### src/rtl/ilv_pkg.sv
// Shared bank-select type and helper for the interleaved read controller.
// Assumes exactly two banks, selected by word-address bit 0.
package ilv_pkg;

    typedef enum logic {
        BANK_EVEN = 1'b0,
        BANK_ODD  = 1'b1
    } bank_e;

    // Picks the target bank; single-bank mode always picks the even bank.
    function automatic bank_e pick_bank(input logic single, input logic lsb);
        return (single || !lsb) ? BANK_EVEN : BANK_ODD;
    endfunction

endpackage

### src/rtl/ilv_bank_slot.sv
// One bank's issue slot: registers the strobe, the bank address and the
// request tag, and holds the bank busy for GAP cycles from a start.
// Assumes GAP >= 2 and that start is only raised while busy is low.
module ilv_bank_slot #(
    parameter int ADDR_W = 16,
    parameter int GAP    = 7
) (
    input  logic              clk,
    input  logic              rst_n,
    input  logic              start,
    input  logic [ADDR_W-1:0] start_baddr,
    input  logic [ADDR_W-1:0] start_tag,
    output logic              busy,
    output logic              stb,
    output logic [ADDR_W-1:0] baddr,
    output logic [ADDR_W-1:0] tag
);
    localparam int CNT_W = $clog2(GAP + 1);

    logic [CNT_W-1:0] hold_cnt;

    // Counts down the access-plus-precharge window after each start.
    always_ff @(posedge clk) begin
        if (!rst_n) begin
            hold_cnt <= '0;
        end else if (start) begin
            hold_cnt <= CNT_W'(GAP - 1);
        end else if (hold_cnt != '0) begin
            hold_cnt <= hold_cnt - 1'b1;
        end
    end

    // Issues a one-cycle strobe for each start.
    always_ff @(posedge clk) begin
        if (!rst_n) begin
            stb <= 1'b0;
        end else begin
            stb <= start;
        end
    end

    // Captures the bank address and the tag of the started request.
    always_ff @(posedge clk) begin
        if (!rst_n) begin
            baddr <= '0;
            tag   <= '0;
        end else if (start) begin
            baddr <= start_baddr;
            tag   <= start_tag;
        end
    end

    assign busy = (hold_cnt != '0);

endmodule

### src/rtl/ilv_return_merge.sv
// Merges bank returns into one registered result stream with its tag.
// Assumes at most one bank returns in any cycle (a single issue per cycle
// plus equal bank latencies keeps returns apart and in order).
module ilv_return_merge #(
    parameter int ADDR_W = 16,
    parameter int DATA_W = 32,
    parameter int NB     = 2
) (
    input  logic                        clk,
    input  logic                        rst_n,
    input  logic [NB-1:0]               rvalid,
    input  logic [NB-1:0][DATA_W-1:0]   rdata,
    input  logic [NB-1:0][ADDR_W-1:0]   rtag,
    output logic                        out_valid,
    output logic [ADDR_W-1:0]           out_addr,
    output logic [DATA_W-1:0]           out_data
);
    logic              any_v;
    logic [DATA_W-1:0] sel_data;
    logic [ADDR_W-1:0] sel_tag;

    // Selects the returning bank's data and tag.
    always_comb begin
        any_v    = 1'b0;
        sel_data = '0;
        sel_tag  = '0;
        for (int b = 0; b < NB; b++) begin
            if (rvalid[b] && !any_v) begin
                any_v    = 1'b1;
                sel_data = rdata[b];
                sel_tag  = rtag[b];
            end
        end
    end

    // Registers the selected result.
    always_ff @(posedge clk) begin
        if (!rst_n) begin
            out_valid <= 1'b0;
            out_addr  <= '0;
            out_data  <= '0;
        end else begin
            out_valid <= any_v;
            if (any_v) begin
                out_addr <= sel_tag;
                out_data <= sel_data;
            end
        end
    end

endmodule

### src/rtl/ilv_read_ctrl.sv
// Two-bank interleaved read controller. Even word addresses go to bank 0 and
// odd ones to bank 1, so that one bank's setup overlaps the other's return.
// cfg_single routes every access to bank 0 with the full address.
// Assumes banks return data exactly LAT cycles after they sample a strobe
// and need PRE further cycles before they can be started again. cfg_single
// is changed only between requests.
module ilv_read_ctrl #(
    parameter int ADDR_W = 16,
    parameter int DATA_W = 32,
    parameter int LAT    = 5,
    parameter int PRE    = 2
) (
    input  logic              clk,
    input  logic              rst_n,
    input  logic              cfg_single,
    input  logic              req_valid,
    input  logic [ADDR_W-1:0] req_addr,
    output logic              req_ready,
    output logic              bank0_stb,
    output logic [ADDR_W-1:0] bank0_addr,
    input  logic              bank0_rvalid,
    input  logic [DATA_W-1:0] bank0_rdata,
    output logic              bank1_stb,
    output logic [ADDR_W-1:0] bank1_addr,
    input  logic              bank1_rvalid,
    input  logic [DATA_W-1:0] bank1_rdata,
    output logic              out_valid,
    output logic [ADDR_W-1:0] out_addr,
    output logic [DATA_W-1:0] out_data
);
    import ilv_pkg::*;

    localparam int NB  = 2;
    localparam int GAP = LAT + PRE;

    logic                      tgt;
    logic                      accept;
    logic [ADDR_W-1:0]         start_baddr;
    logic [NB-1:0]             busy;
    logic [NB-1:0]             start;
    logic [NB-1:0]             stb;
    logic [NB-1:0][ADDR_W-1:0] baddr;
    logic [NB-1:0][ADDR_W-1:0] tag;
    logic [NB-1:0]             rvalid;
    logic [NB-1:0][DATA_W-1:0] rdata;

    // Decodes the target bank and the bank-local address of the request.
    always_comb begin
        tgt         = pick_bank(cfg_single, req_addr[0]);
        start_baddr = cfg_single ? req_addr : {1'b0, req_addr[ADDR_W-1:1]};
    end

    assign req_ready = !busy[tgt];
    assign accept    = req_valid && req_ready;

    for (genvar g = 0; g < NB; g++) begin : g_bank
        assign start[g] = accept && (tgt == 1'(g));

        ilv_bank_slot #(
            .ADDR_W (ADDR_W),
            .GAP    (GAP)
        ) slot_i (
            .clk         (clk),
            .rst_n       (rst_n),
            .start       (start[g]),
            .start_baddr (start_baddr),
            .start_tag   (req_addr),
            .busy        (busy[g]),
            .stb         (stb[g]),
            .baddr       (baddr[g]),
            .tag         (tag[g])
        );
    end

    assign bank0_stb  = stb[0];
    assign bank0_addr = baddr[0];
    assign bank1_stb  = stb[1];
    assign bank1_addr = baddr[1];
    assign rvalid     = {bank1_rvalid, bank0_rvalid};
    assign rdata      = {bank1_rdata, bank0_rdata};

    ilv_return_merge #(
        .ADDR_W (ADDR_W),
        .DATA_W (DATA_W),
        .NB     (NB)
    ) merge_i (
        .clk       (clk),
        .rst_n     (rst_n),
        .rvalid    (rvalid),
        .rdata     (rdata),
        .rtag      (tag),
        .out_valid (out_valid),
        .out_addr  (out_addr),
        .out_data  (out_data)
    );

endmodule

### config.mk
export PLATFORM = sky130hd
export DESIGN_NAME = ilv_read_ctrl
export DESIGN_NICKNAME = d
export VERILOG_FILES = /design/src/rtl/ilv_pkg.sv /design/src/rtl/ilv_bank_slot.sv /design/src/rtl/ilv_return_merge.sv /design/src/rtl/ilv_read_ctrl.sv
export SDC_FILE = /design/constraint.sdc
export NUM_CORES = 1
export LEC_CHECK = 0
export BUFFER_PORTS_ARGS = -buffer_cell sky130_fd_sc_hd__buf_2
export CORE_ASPECT_RATIO = 0.5
export CORE_MARGIN = 10
export CORE_UTILIZATION = 54
export DETAILED_ROUTE_END_ITERATION = 10
export PLACE_DENSITY = 0.95
export SYNTH_ARGS = -nofsm -noshare
export SYNTH_HDL_FRONTEND = slang
export SYNTH_SLANG_ARGS = --single-unit
### constraint.sdc
create_clock -name clk -period 2.7 [get_ports clk]
set_input_delay 0.27 -clock clk [delete_from_list [all_inputs] [get_ports clk]]
set_output_delay 0.27 -clock clk [all_outputs]
set_load 0.05 [all_outputs]
==> out/metrics.yaml <==
status: "finished clean"
period_needed_ns: 2.035
dr.first_iter.drc_count: 242
num_antenna_cells: 0
max_freq_mhz: 491.5
antenna_found_initial: 0
combPwrFrac_pct: 17.8
synth.net_count: 577
grt_use_total_pct: 19.31
area_growth_pct: 29.79
yosysMostFrequentCell: "dfxtp_1"
place.port_buffers: 169
synth.area.top_cells: "dfxtp_1 (48%), mux2i_1 (21%), mux2_2 (11%), nand2_1 (4.8%), nor2_1 (4.0%)"
netlist_area_um2: 5031
drc_errors: 0
slew_viol_final: 0
synthArstFlopShare_pct: 0
grt_max_degree: 67
via_count: 4185
ir_drop_mv: 0.4270
sequentialPowerShare_pct: 39.5
start_util_pct: 56.60
nets: 739
place_congestion: 0.7969
dieArea_um2: 13810
cts_tree: "built"
clk_pin_slew_ns: 0.05
drive_above_1_share_pct: 38.86
hold_class: "in2reg"
cts_sinks: 121
cts_root_buf: "clkbuf_16"
synth_top_area_cell: "dfxtp_1"
routed_wl_um: 13980
h-tree-depth: 4
finalSetupViolCount: 0
dp_cells: 751
cts_buffers: 17
startpoint_type: "flop"
crit_chain: "nor4b_4 -> buf_4 -> and2_1 -> buf_4 -> mux2i_1"
yosysTopAreaCellShare_pct: 48.15
switchingPower_mw: 1.416
cts_resized: 0
synth_common_cells: "dfxtp_1 (121), mux2i_1 (108), nand2_1 (65), nor2_1 (54), mux2_2 (48)"
hold_buffers: 0
ys_ff_latch: 121
grt_pass1_vias: 4223
core_um2: 8889
rsz0062_at_grt: "false"
ios: 170
grt_pass1_wl_um: 21270
arrival_ns: 2.35
crit_family: "simple AND/OR/NAND/NOR gates"
post-cts-setup-buffer-count: 0
firstDrtPassIters: 4
crit_type: "reg2reg"
fillers: 600
overflow: 0
slew_headroom_pct: 55.05
clock_latency_ns: 0.40
wire_per_inst_um: 17.90
max_stage_delay_ns: 0.45
crit_path_max_fanout: 19
yosysWarnings: 0
cap_violations: 0
syn_avg_cell_area_um2: 10.25
p_per_area_nw_per_um2: 767.4
dp_slack_ns: 0.7632
row_count: 24
detail-route-antenna-nets: 0
fin_area_um2: 6530
hold_violations: 0
ys_types: 25
seq_area_frac_synth_pct: 48.15
final_util_pct: 73.47
die_x_um: 156.5
internal_power_mw: 3.595
viasPerCell: 5.359
cp_slowest_cell: "and2_1"
layout_setup_ws_ns: 0.6655
crit_top_cell: "buf_4"
dpl.hpwl_um: 9969
p_clk_share_pct: 42.7
dieHeight_um: 88.25
worst_pin_slew_ns: 0.6733
worstPathRequired_ns: 3.01
synthFlopType: "dfxtp_1"
ctsLongestPathBuffers: 2
power.leakage_nw: 3.291
finalNonFillerCells: 781
synth_cells: 491
synth-edff-count: 0
crit_buf_inv: 2
end_kind: "flop"
fin_crit_sh_pct: 75.35
fin_tns_setup_ns: 0
place_area_um2: 5968
skew_ns: 0.005769
switching_share_pct: 28.25
## power groups by stage
| stage | combinational (mW) | clock, mW | sequential (mW) |
|---|---|---|---|
| 2_1_floorplan | 0.369 | 0 | 2.29 |
| 3_3_place_gp | 0.866 | 0 | 2.01 |
| 3_5_place_dp | 0.889 | 0 | 2.01 |
| 4_1_cts | 0.897 | 2.18 | 1.98 |
| 5_1_grt | 0.948 | 2.25 | 1.99 |
| 6_report | 0.893 | 2.14 | 1.98 |
## cells in the final DEF, fill, tap and decap left out
cell type,Yosys,layout
buf_2,11,169
dfxtp_1,121,121
mux2i_1,108,108
nand2_1,65,65
nor2_1,54,54
mux2_2,48,48
a21oi_1,22,22
clkbuf_16,0,17
a211oi_1,15,15
buf_4,3,9
o21ai_0,5,5
clkinv_2,0,3
clkbuf_1,17,3
clkinvlp_4,0,3
buf_12,0,3
nand4_1,2,2
nor3b_1,2,2
nor3_1,2,2
clkbuf_8,0,2
bufinv_16,0,2
nor2b_1,1,1
or4_1,1,1
inv_2,1,1
nand2b_1,1,1
nor4b_4,1,1
and2_1,1,1
nand4b_1,1,1
inv_1,1,1
and3_1,1,1
## cell families (layout without fill, tap and decap cells)
kind of cell	count (synthesis)	after routing	synth area share, %
buffers and inverters	40	213	3.780
flip-flops	121	121	48.15
multiplexers	156	156	32.23
AO/OA/AOI/OAI	42	42	4.924
AND/OR/NAND/NOR	132	132	10.92
## sequential cells by signal (all words and copies together) (netlist names)
name,cells
merge_i.out_valid,1
g_bank.slot_i.hold_cnt,6
g_bank.slot_i.stb,2
merge_i.out_addr,16
g_bank.slot_i.tag,32
g_bank.slot_i.baddr,32
merge_i.out_data,32
## cell type report
type / instances / area, µm² / share of cell area (%)
Clock buffer: 22 / 464.2 / 7.109
Clock inverter: 8 / 97.59 / 1.495
Inverter: 2 / 7.507 / 0.1150
Multi-Input combinational cell: 330 / 2419 / 37.04
Sequential cell: 121 / 2422 / 37.10
Tap cell: 117 / 146.4 / 2.242
Timing Repair Buffer: 181 / 973.4 / 14.91
## path summary, 6_finish.rpt
kind | start | to | slack [ns] | depth (start not counted)
worst max-delay path | g_bank[0].slot_i.hold_cnt[2] | g_bank[0].slot_i.tag[10] | 0.67 | 5
worst min-delay path | bank0_rdata[1] | merge_i.out_data[1] | 0.10 | 3
worst max register to register | g_bank[0].slot_i.hold_cnt[2] | g_bank[0].slot_i.tag[10] | 0.67 | 5
worst min register to register | g_bank[1].slot_i.baddr[1] | g_bank[1].slot_i.baddr[1] | 0.46 | 2
## through the flow
step	hold WS (ns)	power [mW]
4_1_cts	0.09071	5.050
3_3_place_gp	0.4299	2.872
2_1_floorplan	0.3838	2.657
5_1_grt	0.1020	5.186
6_report	0.1025	5.011
3_5_place_dp	0.4498	2.901
## worst min-delay path, delay by kind of cell
| family | cells | cell delay [ns] |
|---|---|---|
| buffers and inverters | 1 | 0.07 |
| muxes | 1 | 0.06 |
| and+or+nand+nor | 1 | 0.07 |
## per-layer routing
layer	up-vias	global-route usage (%)	share of wire [%]
li1	2018	-	-
met1	1996	22.02	42
met2	149	33.37	49
met3	22	5.956	6.9
met4	0	8.596	1.4
met5	-	0	0
Note: power is estimated with default switching activity, not from simulation.
